==> src/rtl/odc_pkg.sv <==
package odc_pkg;
   localparam int CMD_W = 8;

   typedef enum logic [CMD_W-1:0] {
      OP_ONOFF = 8'h01,
      OP_FSD   = 8'h02,
      OP_PWMEN = 8'h03,
      OP_ANDOR = 8'h04,
      OP_OLEN  = 8'h05,
      OP_GSD   = 8'h06,
      OP_SRST  = 8'h07
   } odc_op_e;

   function automatic logic odc_op_known(input logic [CMD_W-1:0] code);
      return (code >= 8'h01) && (code <= 8'h07);
   endfunction
endpackage

==> src/rtl/odc_sync.sv <==
module odc_sync #(
   parameter int             STAGES  = 2,
   parameter int             W       = 1,
   parameter logic [W-1:0]   RST_VAL = '0
) (
   input  logic         clk,
   input  logic         rst_n,
   input  logic [W-1:0] d,
   output logic [W-1:0] q
);
   if (STAGES < 2) begin : g_bad_stages
      $error("odc_sync: STAGES must be at least 2");
   end

   logic [W-1:0] st [STAGES];

   always_ff @(posedge clk or negedge rst_n) begin
      if (!rst_n) begin
         for (int k = 0; k < STAGES; k++) st[k] <= RST_VAL;
      end else begin
         st[0] <= d;
         for (int k = 1; k < STAGES; k++) st[k] <= st[k-1];
      end
   end

   assign q = st[STAGES-1];
endmodule

==> src/rtl/odc_spi_rx.sv <==
module odc_spi_rx #(
   parameter int FRAME_W = 24
) (
   input  logic               clk,
   input  logic               rst_n,
   input  logic               sclk_s,
   input  logic               cs_n_s,
   input  logic               mosi_s,
   output logic               frame_vld,
   output logic [FRAME_W-1:0] frame
);
   localparam int CNT_W   = $clog2(FRAME_W + 2);
   localparam logic [CNT_W-1:0] CNT_FULL = CNT_W'(FRAME_W);
   localparam logic [CNT_W-1:0] CNT_SAT  = CNT_W'(FRAME_W + 1);

   if (FRAME_W < 2) begin : g_bad_frame
      $error("odc_spi_rx: FRAME_W too small");
   end

   logic               sclk_d, cs_d;
   logic [CNT_W-1:0]   bit_cnt;
   logic [FRAME_W-1:0] shreg;
   logic               sclk_rise, cs_fall, cs_rise;

   assign sclk_rise = sclk_s & ~sclk_d;
   assign cs_fall   = ~cs_n_s & cs_d;
   assign cs_rise   = cs_n_s & ~cs_d;

   always_ff @(posedge clk or negedge rst_n) begin
      if (!rst_n) begin
         sclk_d    <= 1'b0;
         cs_d      <= 1'b1;
         bit_cnt   <= '0;
         shreg     <= '0;
         frame_vld <= 1'b0;
      end else begin
         sclk_d    <= sclk_s;
         cs_d      <= cs_n_s;
         frame_vld <= cs_rise && (bit_cnt == CNT_FULL);
         if (cs_fall) begin
            bit_cnt <= '0;
         end else if (!cs_n_s && sclk_rise) begin
            shreg <= {shreg[FRAME_W-2:0], mosi_s};
            if (bit_cnt != CNT_SAT) bit_cnt <= bit_cnt + 1'b1;
         end
      end
   end

   assign frame = shreg;
endmodule

==> src/rtl/odc_regbank.sv <==
module odc_regbank
   import odc_pkg::*;
#(
   parameter int CH = 16
) (
   input  logic             clk,
   input  logic             rst_n,
   input  logic             wr_vld,
   input  logic [CMD_W-1:0] wr_cmd,
   input  logic [CH-1:0]    wr_data,
   output logic [CH-1:0]    on_q,
   output logic [CH-1:0]    fsd_q,
   output logic [CH-1:0]    pwm_q,
   output logic [CH-1:0]    andor_q,
   output logic [CH-1:0]    ol_q,
   output logic [CH-1:0]    gsd_q
);
   always_ff @(posedge clk or negedge rst_n) begin
      if (!rst_n) begin
         on_q    <= '0;
         fsd_q   <= '0;
         pwm_q   <= '0;
         andor_q <= '0;
         ol_q    <= '0;
         gsd_q   <= '0;
      end else if (wr_vld) begin
         case (wr_cmd)
            OP_ONOFF: on_q    <= wr_data;
            OP_FSD:   fsd_q   <= wr_data;
            OP_PWMEN: pwm_q   <= wr_data;
            OP_ANDOR: andor_q <= wr_data;
            OP_OLEN:  ol_q    <= wr_data;
            OP_GSD:   gsd_q   <= wr_data;
            OP_SRST: begin
               on_q    <= '0;
               fsd_q   <= '0;
               pwm_q   <= '0;
               andor_q <= '0;
            end
            default: ;
         endcase
      end
   end
endmodule

==> src/rtl/odc_gate.sv <==
module odc_gate #(
   parameter int CH       = 16,
   parameter bit GATE_REG = 1'b0
) (
   input  logic          clk,
   input  logic          rst_n,
   input  logic [CH-1:0] on_q,
   input  logic [CH-1:0] pwm_q,
   input  logic [CH-1:0] andor_q,
   input  logic          pwm_s,
   output logic [CH-1:0] gate
);
   logic [CH-1:0] mix;

   for (genvar i = 0; i < CH; i++) begin : g_ch
      logic merged;
      assign merged = andor_q[i] ? (on_q[i] | pwm_s) : (on_q[i] & pwm_s);
      assign mix[i] = pwm_q[i] ? merged : on_q[i];
   end

   if (GATE_REG) begin : g_reg
      always_ff @(posedge clk or negedge rst_n) begin
         if (!rst_n) gate <= '0;
         else        gate <= mix;
      end
   end else begin : g_comb
      assign gate = mix;
   end
endmodule

==> src/rtl/outdrv_cmd_ctrl.sv <==
module outdrv_cmd_ctrl
   import odc_pkg::*;
#(
   parameter int CH          = 16,
   parameter int SYNC_STAGES = 2,
   parameter bit GATE_REG    = 1'b0
) (
   input  logic          clk,
   input  logic          rst_n,
   input  logic          sclk,
   input  logic          cs_n,
   input  logic          mosi,
   input  logic          pwm_in,
   output logic [CH-1:0] gate_en,
   output logic [CH-1:0] fsd_mode,
   output logic [CH-1:0] ol_en,
   output logic [CH-1:0] gsd_en
);
   localparam int FRAME_W = CMD_W + CH;

   if (CH < 1 || CH > 32) begin : g_bad_ch
      $error("outdrv_cmd_ctrl: CH out of range");
   end

   logic             sclk_s, cs_n_s, mosi_s, pwm_s;
   logic             frame_vld;
   logic [FRAME_W-1:0] frame;
   logic [CMD_W-1:0] cmd_f;
   logic [CH-1:0]    data_f;
   logic [CH-1:0]    on_r, fsd_r, pwm_r, andor_r, ol_r, gsd_r;

   odc_sync #(.STAGES(SYNC_STAGES), .W(3), .RST_VAL(3'b010)) u_spi_sync (
      .clk(clk), .rst_n(rst_n),
      .d({sclk, cs_n, mosi}),
      .q({sclk_s, cs_n_s, mosi_s})
   );

   odc_sync #(.STAGES(SYNC_STAGES), .W(1), .RST_VAL(1'b0)) u_pwm_sync (
      .clk(clk), .rst_n(rst_n), .d(pwm_in), .q(pwm_s)
   );

   odc_spi_rx #(.FRAME_W(FRAME_W)) u_rx (
      .clk(clk), .rst_n(rst_n),
      .sclk_s(sclk_s), .cs_n_s(cs_n_s), .mosi_s(mosi_s),
      .frame_vld(frame_vld), .frame(frame)
   );

   assign cmd_f  = frame[FRAME_W-1 -: CMD_W];
   assign data_f = frame[CH-1:0];

   odc_regbank #(.CH(CH)) u_regs (
      .clk(clk), .rst_n(rst_n),
      .wr_vld(frame_vld), .wr_cmd(cmd_f), .wr_data(data_f),
      .on_q(on_r), .fsd_q(fsd_r), .pwm_q(pwm_r),
      .andor_q(andor_r), .ol_q(ol_r), .gsd_q(gsd_r)
   );

   odc_gate #(.CH(CH), .GATE_REG(GATE_REG)) u_gate (
      .clk(clk), .rst_n(rst_n),
      .on_q(on_r), .pwm_q(pwm_r), .andor_q(andor_r),
      .pwm_s(pwm_s), .gate(gate_en)
   );

   assign fsd_mode = fsd_r;
   assign ol_en    = ol_r;
   assign gsd_en   = gsd_r;
endmodule

==> config.mk <==
export PLATFORM = sky130hd
export DESIGN_NAME = outdrv_cmd_ctrl
export DESIGN_NICKNAME = d
export VERILOG_FILES = /design/src/rtl/odc_pkg.sv /design/src/rtl/odc_sync.sv /design/src/rtl/odc_spi_rx.sv /design/src/rtl/odc_regbank.sv /design/src/rtl/odc_gate.sv /design/src/rtl/outdrv_cmd_ctrl.sv
export SDC_FILE = /design/constraint.sdc
export NUM_CORES = 1
export LEC_CHECK = 0
export BUFFER_PORTS_ARGS = -buffer_cell sky130_fd_sc_hd__buf_2
export CORE_UTILIZATION = 50
export DETAILED_ROUTE_END_ITERATION = 6
export PLACE_DENSITY_LB_ADDON = 0.3
export RECOVER_POWER = 100
export SLEW_MARGIN = 20
export SYNTH_ARGS = -nofsm -noshare
export SYNTH_HDL_FRONTEND = slang
export SYNTH_SLANG_ARGS = --single-unit
==> constraint.sdc <==
create_clock -name clk -period 6.25 [get_ports clk]
set_clock_uncertainty 0.15 [all_clocks]
set_input_delay 0 -clock clk [delete_from_list [all_inputs] [get_ports clk]]
set_output_delay 0 -clock clk [all_outputs]
set_load 0.005 [all_outputs]
[Word level (Yosys, flattened, before mapping)]
Index checks and enable logic that the tools add are counted.
W data, S select, Z words.
Storage, ports and cells
  output and inout port bits: 64
  input port bits: 6
  word-level logic and storage cells: 120
  bits in registers: 136
Operators by class
  eq/ne operators: 9
  muxes and demuxes: 39
  reductions and logical operators: 17
  bitwise operators: 39
  $add $sub $neg: 1
Operators with widths (count)
  $pmux W16 S2: 4
  $eq A8 B3 Y1 const B: 4
  $mux W1: 32
  $and A1 B1 Y1: 19
  $eq A8 B2 Y1 const B: 2
  $or A1 B1 Y1: 16
  $reduce_and A2 Y1: 8
  $mux W5: 3
  $reduce_bool A2 Y1: 6
  $eq A8 B1 Y1 const B: 1
  $add A5 B1 Y5 const B: 1
  $eq A5 B5 Y1 const B: 1
  $ne A5 B5 Y1 const B: 1
  $not A1 Y1: 4
  $logic_and A1 B1 Y1: 2
  $logic_not A1 Y1: 1

[Logic depth before layout (Yosys ltp)]
Gate-level depths: netlist of the first run.
  depth in word-level cells: 5
  gate-level depth with buffers: 6
  gate-level depth less buffers: 5

[Cells and area by module]
From an unflattened synthesis of the first run, not the netlist that was laid out.
Second synthesis, totals
  cell total of the unflattened synthesis: 478
  area total of the unflattened synthesis: 6294.8 um2
Modules (own cells, without submodules)
  odc_regbank: instances 1, cells each 328, area each 4226.6 um2
  odc_spi_rx: instances 1, cells each 89, area each 1432.6 um2
  odc_gate: instances 1, cells each 50, area each 410.4 um2
  odc_sync at u_spi_sync: instances 1, cells each 9, area each 175.2 um2
  odc_sync at u_pwm_sync: instances 1, cells each 2, area each 50.0 um2

[Worst setup path after synthesis of the first run]
Ideal clock, no wire load.
  path type: register to register
  from: reg u_rx.shreg[22], in the netlist u_rx.frame[22]
  to: reg u_regs.pwm_q[10]
  required time: 5.975 ns
  clock period less this slack: 2.307 ns
  cell stages (with the launch flop): 6
  arrival: 2.033 ns
  buffers on the path: 2
  slack: 3.943 ns
  cell sequence: dfrtp_1 or4_4 buf_6 nor4b_4 buf_4 mux2_2
Between the ends
  cells in the longest elaborated chain, start to end: 3
  elaborated cells on any way between the ends: 5
  classes of those cells: 2 x eq/ne; 1 x mux; 2 x reduce/logical
Ends and longest elaborated chain
  start: declaration: RTL line odc_spi_rx.sv:22  | logic [FRAME_W-1:0] shreg;
  start signal: assignment: RTL line odc_spi_rx.sv:43  | shreg <= {shreg[FRAME_W-2:0], mosi_s};
  $eq A8 B2 Y1 / $eq A8 B3 Y1 (equally long branches): RTL line odc_regbank.sv:27  | case (wr_cmd)
  $reduce_bool A2 Y1 (no line)
  $reduce_and A2 Y1 (no line)
  end signal: assignment: RTL line odc_regbank.sv:30  | OP_PWMEN: pwm_q <= wr_data;
  end: declaration: RTL line odc_regbank.sv:13  | output logic [CH-1:0] pwm_q,
Several ways; a longest one is shown, not always the timed one.
A chain may end at the register's enable or synchronous reset.

[Worst setup path after layout of the first run]
  from: reg u_rx.shreg[22], in the netlist u_rx.frame[22]
  to: reg u_regs.fsd_q[7]
Between the ends
  cells in the longest elaborated chain, start to end: 3
  elaborated cells on any way between the ends: 5
  classes of those cells: 2 x eq/ne; 1 x mux; 2 x reduce/logical
Ends and longest elaborated chain
  $eq A8 B2 Y1 / $eq A8 B3 Y1 (equally long branches): RTL line odc_regbank.sv:27
  $reduce_bool A2 Y1 (no line)
  $reduce_and A2 Y1 (no line)
  end signal: assignment: RTL line odc_regbank.sv:29  | OP_FSD: fsd_q <= wr_data;
  end: declaration: RTL line odc_regbank.sv:12  | output logic [CH-1:0] fsd_q,
Several ways; a longest one is shown, not always the timed one.

==> results of run 1 <==
## worst min-delay path by stage
| stage | from | to | slack, ns |
|---|---|---|---|
| 3_3_place_gp | rst_n | u_regs.pwm_q[9]$_DFFE_PN0P_ | -0.19 |
| 2_1_floorplan | rst_n | u_pwm_sync.q$_DFF_PN0_ | -0.45 |
| 6_report | mosi | u_spi_sync.st[3]$_DFF_PN0_ | 0.08 |
| 5_1_grt | mosi | u_spi_sync.st[3]$_DFF_PN0_ | 0.07 |
| 3_5_place_dp | rst_n | u_regs.pwm_q[9]$_DFFE_PN0P_ | -0.18 |
| 4_1_cts | mosi | u_spi_sync.st[3]$_DFF_PN0_ | 0.06 |
## Yosys cell counts, types with 3 or more instances
cell type	count	area, um^2
nor2b_1	5	31.3
mux2_2	84	946
nand2b_1	17	106
buf_4	4	30.0
nand2_1	18	67.6
inv_1	18	67.6
nor2_1	19	71.3
nand4_1	3	18.8
ha_1	3	37.5
a22o_1	13	114
a21boi_0	17	128
clkbuf_1	16	60.1
mux2i_1	17	170
o21ai_0	5	25.0
dfrtp_1	133	3330
a21oi_1	34	170
mux2_1	5	56.3
nand3_1	3	15.0
buf_2	3	15.0
dfstp_2	3	78.8
## layout make-up
class | instances | area share, %
well taps | 143 | 2.62
repair buffers | 83 | 5.61
inverters | 18 | 0.991
clock buffers | 25 | 7.27
multi-input cells | 270 | 32.6
clock inverters | 7 | 0.991
flip-flops and latches | 136 | 50.0
## worst max-delay path: cells and delay by family (launching register included)
kind	cells	cell delay (ns)
buffers and inverters	1	0.67
flip-flops	1	0.40
AND/OR/NAND/NOR	2	2.16
multiplexers	1	0.29
## cell usage in the layout (no fill, tap or decap), types with 13 or more instances in the layout
master and instances:
clkbuf_1 57, nand2_1 18, mux2_2 83, dfrtp_1 133
inv_1 18, nand2b_1 17, clkbuf_16 17, buf_2 19
a22o_1 13, mux2i_1 17, a21boi_0 17, a21oi_1 34
nor2_1 19
## kinds of logic after synthesis
kind of cell	count (synthesis)	share of synthesized area, %
simple gates	85	9.01
xor+xnor	2	0.300
fa+ha+maj	3	0.644
buf+inv	43	3.35
compound gates	74	8.17
mux	106	20.1
flops	136	58.4
## layer usage
layer | vias up | part of all wire [%]
met5 | - | 0
met4 | 0 | 1.3
met3 | 16 | 3.2
met2 | 70 | 50
met1 | 1943 | 45
li1 | 1735 | -
## where the power goes
part           internal [mW]  leakage (nW)  switching, mW
combinational         0.0278          1.03         0.0353
clock                  0.587         0.269          0.341
sequential             0.900          1.87         0.0386
## flip-flops by register name, summed over array words and instances (netlist names)
register        count
u_rx.cs_d           1
u_spi_sync.st       3
u_rx.sclk_d         1
u_regs.gsd_q       16
u_spi_sync.q        3
u_regs.pwm_q       16
u_regs.ol_q        16
u_rx.frame_vld      1
u_regs.andor_q     16
u_regs.fsd_q       16
u_rx.bit_cnt        5
u_pwm_sync.st       1
u_rx.frame         24
u_pwm_sync.q        1
u_regs.on_q        16
## metrics by stage
step | setup WS, ns | total power, mW | cell area, um^2 | instances
final | 2.48 | 1.93 | 6820 | 682
after global routing | 2.26 | 2.00 | 6820 | 682
after CTS | 3.47 | 1.96 | 6960 | 682
after detailed placement | 3.52 | 1.01 | 6310 | 643
after global placement | 3.59 | 1.01 | 6310 | 643
after floorplan | 3.94 | 0.971 | 5830 | 449
==> metrics.cfg, run 1 <==
[run_status]
status = complete, but fails checks
violations = capacitance limit, slew limit

[global_routing]
grt_use_total_pct = 21.3
grt_pass1_vias = 3745
grt_overflow_total = 0
antenna_found_initial = 0
use_met2_pct = 34.0
grtUsageMet1_pct = 28.7
met3_usage_pct = 5.29
grt_pass1_wl_mm = 18.9
grt_max_degree = 86
grt-busiest-layer = met2

[power]
p_leak_nw = 3.16
vdd_drop_max_mv = 0.185
powerDensity_mw_per_mm2 = 283

[logic_synthesis]
synth.distinct_cells = 41
synth_fp_nets = 458
synth-edff-count = 0
ys_seq_elements = 136
ys_warn_count = 0
syn_inst = 449
ys.flop_type = dfrtp_1
synth_area_mm2 = 0.00583
synth_area_per_cell_um2 = 13.0
synthArstFlopShare_pct = 100
yosysSeqAreaShare_pct = 58.4

[setup_path]
startpoint_type = register
reg2reg_depth = 4
slowest_delay_ns = 1.45
worst_ep_arrival_time_ns = 3.93
endpoint = u_regs.fsd_q[7]$_DFFE_PN0P_
r2r_setup_slack_ns = 2.48
slowest_stage = nor4b_1
cp-startpoint = u_rx.frame[22]$_DFFE_PN0P_
r2r_start = u_rx.frame[22]$_DFFE_PN0P_
path_cells = or4_1 > nor4b_1 > clkbuf_1 > mux2i_1
crit_required_ns = 6.42
setup.worst_path.class = register to register
endpoint_kind = register
crit_fanout = 10
reg2reg_to = u_regs.fsd_q[7]$_DFFE_PN0P_

[worst_hold_path]
holdPathStages = 2
hold_path_class = primary input to register

[cts]
cts_buffers = 17
cts-root-buf = clkbuf_16
cts.clk_slew.worst_paths_ns = 0.05
post_cts_resized = 0
postCtsSetupBuffers = 0
clk_latency_ns = 0.40
cts_sinks = 136
cts_tree = yes
cts_htree_levels = 4
cts-hold-fix-buffers = 7
cts.path.max_buffers = 2

[job]
cap_violations = 3

[cells_and_area]
nets = 535
final-seq-area_mm2 = 0.00341
n_fill_cell = 943
n_antenna_cell = 0
multi_input_area_mm2 = 0.00222
drive_gt1_share_pct = 26.2
final_util_pct = 60.0
syn_to_final_growth_pct = 16.9

[timing]
fmax_mhz = 265
finalSetupViolCount = 0
tightest_slew_ns = 2.63
slew_headroom_pct = -75.3
tns_ns = 0
final_max_slew_viol_count = 69
hold_slack_ns = 0.0832
final.period_utilization_pct = 60.3
finalCriticalPeriod_ns = 3.77
rsz0062_at_grt = no
hold_viol_final = 0

[route]
vias = 3764
wl_mm = 11.7
drtIter0Drc = 207
ant_nets = 0
drc = 0
first_pass_iters = 4
routed_via_density = 5.52
wl_per_cell_um = 17.2

[floorplanning]
initial_core_util_pct = 51.3
boundaryPins = 70
dieWidth_um = 110
dieHeight_um = 110
core-area_mm2 = 0.0114
die-area_mm2 = 0.0121
row_count = 39

[placed_design]
port_buffers = 69
place_congestion = 0.786
hpwl_mm = 7.38

Power figures use the tool's default switching activity.
==> run 2, diff against run 1 <==
Clock period 6.25 ns to 3.64 ns, I/O delays scaled along.
==> run 2 against run 1 <==
Against the previous run: the run still ends with capacitance limit, slew limit left; sequential power grew 71%; worst hold slack lost 0.012 ns; die area is the same; worst setup slack lost 1.8 ns; power grew 78%.
==> metrics.cfg, run 2 (synthesized netlist as in run 1, its figures left out) <==
[run_status]
status = complete, but fails checks
violations = capacitance limit, slew limit

[placed_design]
dp_cells = 645  ; +0.31%
place_congestion = 0.797  ; +1.4%
hpwl_mm = 7.53  ; +2.0%
port_buffers = 69  ; unchanged

[setup_path]
endpoint_kind = register
startpoint_type = register
crit_required_ns = 3.79  ; -2.63 ns
worst_ep_arrival_time_ns = 3.10  ; -0.83 ns
reg2reg_depth = 4  ; unchanged
r2r_setup_slack_ns = 0.68  ; -1.80 ns
setup.worst_path.class = register to register
r2r_start = u_rx.frame[22]$_DFFE_PN0P_
reg2reg_to = u_regs.pwm_q[1]$_DFFE_PN0P_
crit_fanout = 16  ; +6

[global_routing]
grt_overflow_total = 0  ; unchanged
grt_use_total_pct = 21.9  ; +0.58 points
grt_pass1_wl_mm = 19.6  ; +3.4%
grt_max_degree = 104  ; +21%
antenna_found_initial = 0  ; unchanged
grt_pass1_vias = 3783  ; +1.0%

[route]
wl_mm = 12.0  ; +1.8%
vias = 3752  ; -0.32%
drtIter0Drc = 165  ; -20%
ant_nets = 0  ; unchanged
routed_via_density = 5.50  ; -0.32%
first_pass_iters = 6  ; +2
wl_per_cell_um = 17.5  ; +1.8%
drc = 0  ; unchanged

[timing]
final_max_slew_viol_count = 113  ; +64%
rsz0062_at_grt = no
tightest_slew_ns = 2.48  ; -0.150 ns
hold_viol_final = 0  ; unchanged
finalCriticalPeriod_ns = 2.96  ; -0.811 ns
final.period_utilization_pct = 81.2  ; +21 points
fmax_mhz = 338  ; +27%
finalSetupViolCount = 0  ; unchanged
tns_ns = 0  ; unchanged
slew_headroom_pct = -65.3  ; +10 points

[cells_and_area]
multi_input_area_mm2 = 0.00222  ; unchanged
mostFrequentLayoutCell = dfrtp_1
final_cell_mix = 133 x dfrtp_1, 84 x mux2_2, 46 x clkbuf_1
final-seq-area_mm2 = 0.00341  ; unchanged
largest_reg_flops = 24  ; unchanged
syn_to_final_growth_pct = 17.6
n_antenna_cell = 0  ; unchanged
stdcell_count = 682  ; unchanged
final_util_pct = 60.3  ; +0.36 points
nets = 535  ; unchanged
n_fill_cell = 911  ; -3.4%
drive_gt1_share_pct = 28.9  ; +2.8 points

[cts]
cts_buffers = 17  ; unchanged
cts_tree = yes
clk_latency_ns = 0.42  ; +0.02 ns
postCtsSetupBuffers = 0  ; unchanged
cts-root-buf = clkbuf_16
cts.clk_slew.worst_paths_ns = 0.06  ; about the same
cts.path.max_buffers = 2  ; unchanged
cts_htree_levels = 4  ; unchanged
cts_sinks = 136  ; unchanged

[power]
vdd_drop_max_mv = 0.324  ; +75%
p_leak_nw = 3.22  ; +2.0%
powerDensity_mw_per_mm2 = 499  ; +76%

[worst_hold_path]
holdPathEnd = u_spi_sync.st[3]$_DFF_PN0_
holdPathStages = 2  ; unchanged
hold_path_class = primary input to register
worstHoldStart = mosi

[floorplanning]
row_count = 39  ; unchanged
dieWidth_um = 110  ; unchanged
die-area_mm2 = 0.0121  ; unchanged
boundaryPins = 70  ; unchanged
core-area_mm2 = 0.0114  ; unchanged
initial_core_util_pct = 51.3  ; unchanged
dieHeight_um = 110  ; unchanged

[job]
cap_violations = 2  ; -1

## run 2: stage by stage
step | hold WS [ns] | setup slack [ns] | area, um^2 | power (mW)
after floorplan | -0.446 | 1.33 | 5830 | 1.67
after global placement | -0.0448 | 1.24 | 6320 | 1.73
after detailed placement | -0.0407 | 1.18 | 6320 | 1.74
after CTS | 0.0593 | 1.18 | 6980 | 3.46
after global routing | 0.0678 | 0.516 | 6860 | 3.54
final | 0.0707 | 0.685 | 6860 | 3.42
## run 2: power by group
part | switching, mW | internal, mW
combinational | 0.0627 | 0.0480
clock | 0.632 | 1.08
sequential | 0.0605 | 1.54
total | 0.755 | 2.67
## run 2: worst max path at each step
stage,depth (start not counted),slack (ns),from,end
after detailed placement,3,1.18,u_rx.frame[22]$_DFFE_PN0P_,u_regs.andor_q[0]$_DFFE_PN0P_
after CTS,3,1.18,u_rx.frame[22]$_DFFE_PN0P_,u_regs.andor_q[0]$_DFFE_PN0P_
after global placement,3,1.24,u_rx.frame[22]$_DFFE_PN0P_,u_regs.andor_q[1]$_DFFE_PN0P_
final,4,0.68,u_rx.frame[22]$_DFFE_PN0P_,u_regs.pwm_q[1]$_DFFE_PN0P_
after global routing,4,0.52,u_rx.frame[22]$_DFFE_PN0P_,u_regs.ol_q[5]$_DFFE_PN0P_
after floorplan,5,1.33,u_rx.frame[22]$_DFFE_PN0P_,u_regs.pwm_q[10]$_DFFE_PN0P_
## run 2: timing repair
item                      4_1_cts  5_1_grt
gates resized for setup         0        0
hold endpoints to repair      105        0
hold buffers                    5        0
## run 2: final cells by class
type | instances | share of cell area, %
multi-input cells | 270 | 32.4
flip-flops and latches | 136 | 49.7
inverters | 18 | 0.985
clock buffers | 21 | 7.00
repair buffers | 83 | 5.62
well taps | 143 | 2.61
clock inverters | 11 | 1.77
## run 2: critical path: stages (launching register included)
cell and delay, ns:
dfrtp_1 0.40, or4_1 0.72, nor4b_4 0.30, clkbuf_1 0.83, mux2_2 0.42
## run 2: per-layer routing
metal  global-route usage, %  wire length [um]  vias to the layer above
li1                        -                 -                     1732
met2                    34.4              5970                       77
met3                    5.88               493                       18
met4                    8.95               193                        0
met1                    28.8              5310                     1925
met5                       0                 0                        -
==> run 3, diff against run 2 <==
Clock period 3.64 ns to 2.41 ns, I/O delays scaled along.
==> run 3 against run 2 <==
Against the previous run: the run still ends with capacitance limit, slew limit left; power rose by 56%; highest routed layer unchanged; register-to-register slack got worse by 0.58 ns; critical path depth unchanged; critical path type unchanged; non-clock buffer count grew 5; worst setup slack got worse by 0.58 ns; global-route usage down 0.57 points; largest power group unchanged; clock-buffer cell count unchanged.
==> metrics.cfg, run 3 (synthesized netlist as in run 1, its figures left out) <==
[run_status]
violations = capacitance limit, slew limit
status = complete, but fails checks

[global_routing]
grt_overflow_total = 0  ; unchanged
grt_use_total_pct = 21.3  ; -0.57 points
grt_max_degree = 67  ; -36%
antenna_found_initial = 0  ; unchanged
grt_pass1_vias = 3707  ; -2.0%
grt_pass1_wl_mm = 19.1  ; -2.7%

[cells_and_area]
mostFrequentLayoutCell = dfrtp_1
final_cell_mix = 133 x dfrtp_1, 83 x mux2_2, 43 x clkbuf_1
final_util_pct = 61.4  ; +1.0 points
nets = 540  ; +0.93%
largest_reg_flops = 24  ; unchanged
n_antenna_cell = 0  ; unchanged
drive_gt1_share_pct = 30.3  ; +1.4 points
syn_to_final_growth_pct = 19.7

[power]
vdd_drop_max_mv = 0.400  ; +23%
powerDensity_mw_per_mm2 = 763  ; +53%
p_leak_nw = 3.28  ; +1.8%
finalPower_mw = 5.33  ; +56%

[setup_path]
setup.worst_path.class = register to register
reg2reg_depth = 4  ; unchanged
startpoint_type = register
crit_fanout = 15  ; -1
worst_ep_arrival_time_ns = 2.46  ; -0.64 ns
endpoint_kind = register
crit_required_ns = 2.56  ; -1.23 ns

[timing]
postLayoutSetupSlackWorst_ns = 0.101  ; -0.583 ns
tightest_slew_ns = 1.66  ; -0.815 ns
fmax_mhz = 433  ; +28%
finalSetupViolCount = 0  ; unchanged
rsz0062_at_grt = no
final.period_utilization_pct = 95.8  ; +15 points
tns_ns = 0  ; unchanged
final_max_slew_viol_count = 66  ; -42%
slew_headroom_pct = -11.0  ; +54 points
finalCriticalPeriod_ns = 2.31  ; -0.647 ns
hold_viol_final = 0  ; unchanged

[job]
cap_violations = 1  ; -1

[route]
dr_wl_met3_um = 371  ; -25%
routed_via_density = 5.49  ; -0.15%
wl_mm = 11.7  ; -2.4%
first_pass_iters = 4  ; -2
dr_wl_met2_mm = 5.87  ; -1.7%
vias = 3774  ; +0.59%
ant_nets = 0  ; unchanged
wl_per_cell_um = 17.0  ; -3.1%
wl_met1_mm = 5.26  ; -0.83%
routed.top_layer = met4
drc = 0  ; unchanged
drtIter0Drc = 186  ; +13%

[floorplanning]
row_count = 39  ; unchanged
core-area_mm2 = 0.0114  ; unchanged
die-area_mm2 = 0.0121  ; unchanged
dieHeight_um = 110  ; unchanged
dieWidth_um = 110  ; unchanged
boundaryPins = 70  ; unchanged
initial_core_util_pct = 51.3  ; unchanged

[cts]
post_cts_resized = 0  ; unchanged
cts_sinks = 136  ; unchanged
cts.clk_slew.worst_paths_ns = 0.05  ; about the same
cts-root-buf = clkbuf_16
postCtsSetupBuffers = 0  ; unchanged
cts_tree = yes
cts-hold-fix-buffers = 5  ; unchanged
cts.path.max_buffers = 2  ; unchanged
clk_latency_ns = 0.41  ; about the same
cts_htree_levels = 4  ; unchanged
cts_buffers = 17  ; unchanged

[placed_design]
port_buffers = 69  ; unchanged
place_congestion = 0.752  ; -5.7%
post-place-ws_ns = 0.166  ; -1.01 ns
hpwl_mm = 7.53  ; about the same

[worst_hold_path]
holdPathStages = 2  ; unchanged
hold_path_class = primary input to register

-- run 3: path summary, 6_finish.rpt --
path	startpoint	to	slack, ns
hold reg to reg	u_spi_sync.st[3]$_DFF_PN0_	u_spi_sync.q[0]$_DFF_PN0_	0.20
max in group asynchronous	rst_n	u_regs.fsd_q[7]$_DFFE_PN0P_	0.44
min in group asynchronous	rst_n	u_regs.on_q[9]$_DFFE_PN0P_	0.41
setup / recovery	u_rx.frame[22]$_DFFE_PN0P_	u_regs.andor_q[0]$_DFFE_PN0P_	0.10
setup reg to reg	u_rx.frame[22]$_DFFE_PN0P_	u_regs.andor_q[0]$_DFFE_PN0P_	0.10
hold / removal	mosi	u_spi_sync.st[3]$_DFF_PN0_	0.08
-- run 3: layout make-up --
| type | count | area [um^2] |
|---|---|---|
| Inverter | 18 | 67.6 |
| Sequential cell | 136 | 3410 |
| Clock inverter | 11 | 174 |
| Timing Repair Buffer | 88 | 487 |
| Clock buffer | 21 | 460 |
| Multi-Input combinational cell | 270 | 2200 |
| Fill cell | 904 | 4390 |
| Tap cell | 143 | 179 |
-- run 3: report_power, final --
group | switching (mW) | total, mW | internal, mW
sequential | 0.0950 | 2.43 | 2.33
combinational | 0.0958 | 0.171 | 0.0749
clock | 0.940 | 2.73 | 1.79
-- run 3: through the flow --
step	cells	hold slack, ns	instance area (um^2)
floorplan	449	-0.446	5830
global placement	650	-0.124	6410
detailed placement	650	-0.110	6410
CTS	687	0.0160	7100
global route	687	0.0726	6980
finish	687	0.0769	6980
-- run 3: worst max-delay path, cell delays in order, from the launching register on --
cell and delay (ns):
dfrtp_1 0.40, or4_4 0.59, or4b_1 0.53, clkbuf_2 0.26, a22o_2 0.27
-- run 3: per-layer routing --
metal / up-vias / GRT usage (%)
li1: 1745 / -
met1: 1939 / 28.6
met2: 70 / 33.8
met3: 20 / 4.47
met4: 0 / 9.05
met5: - / 0
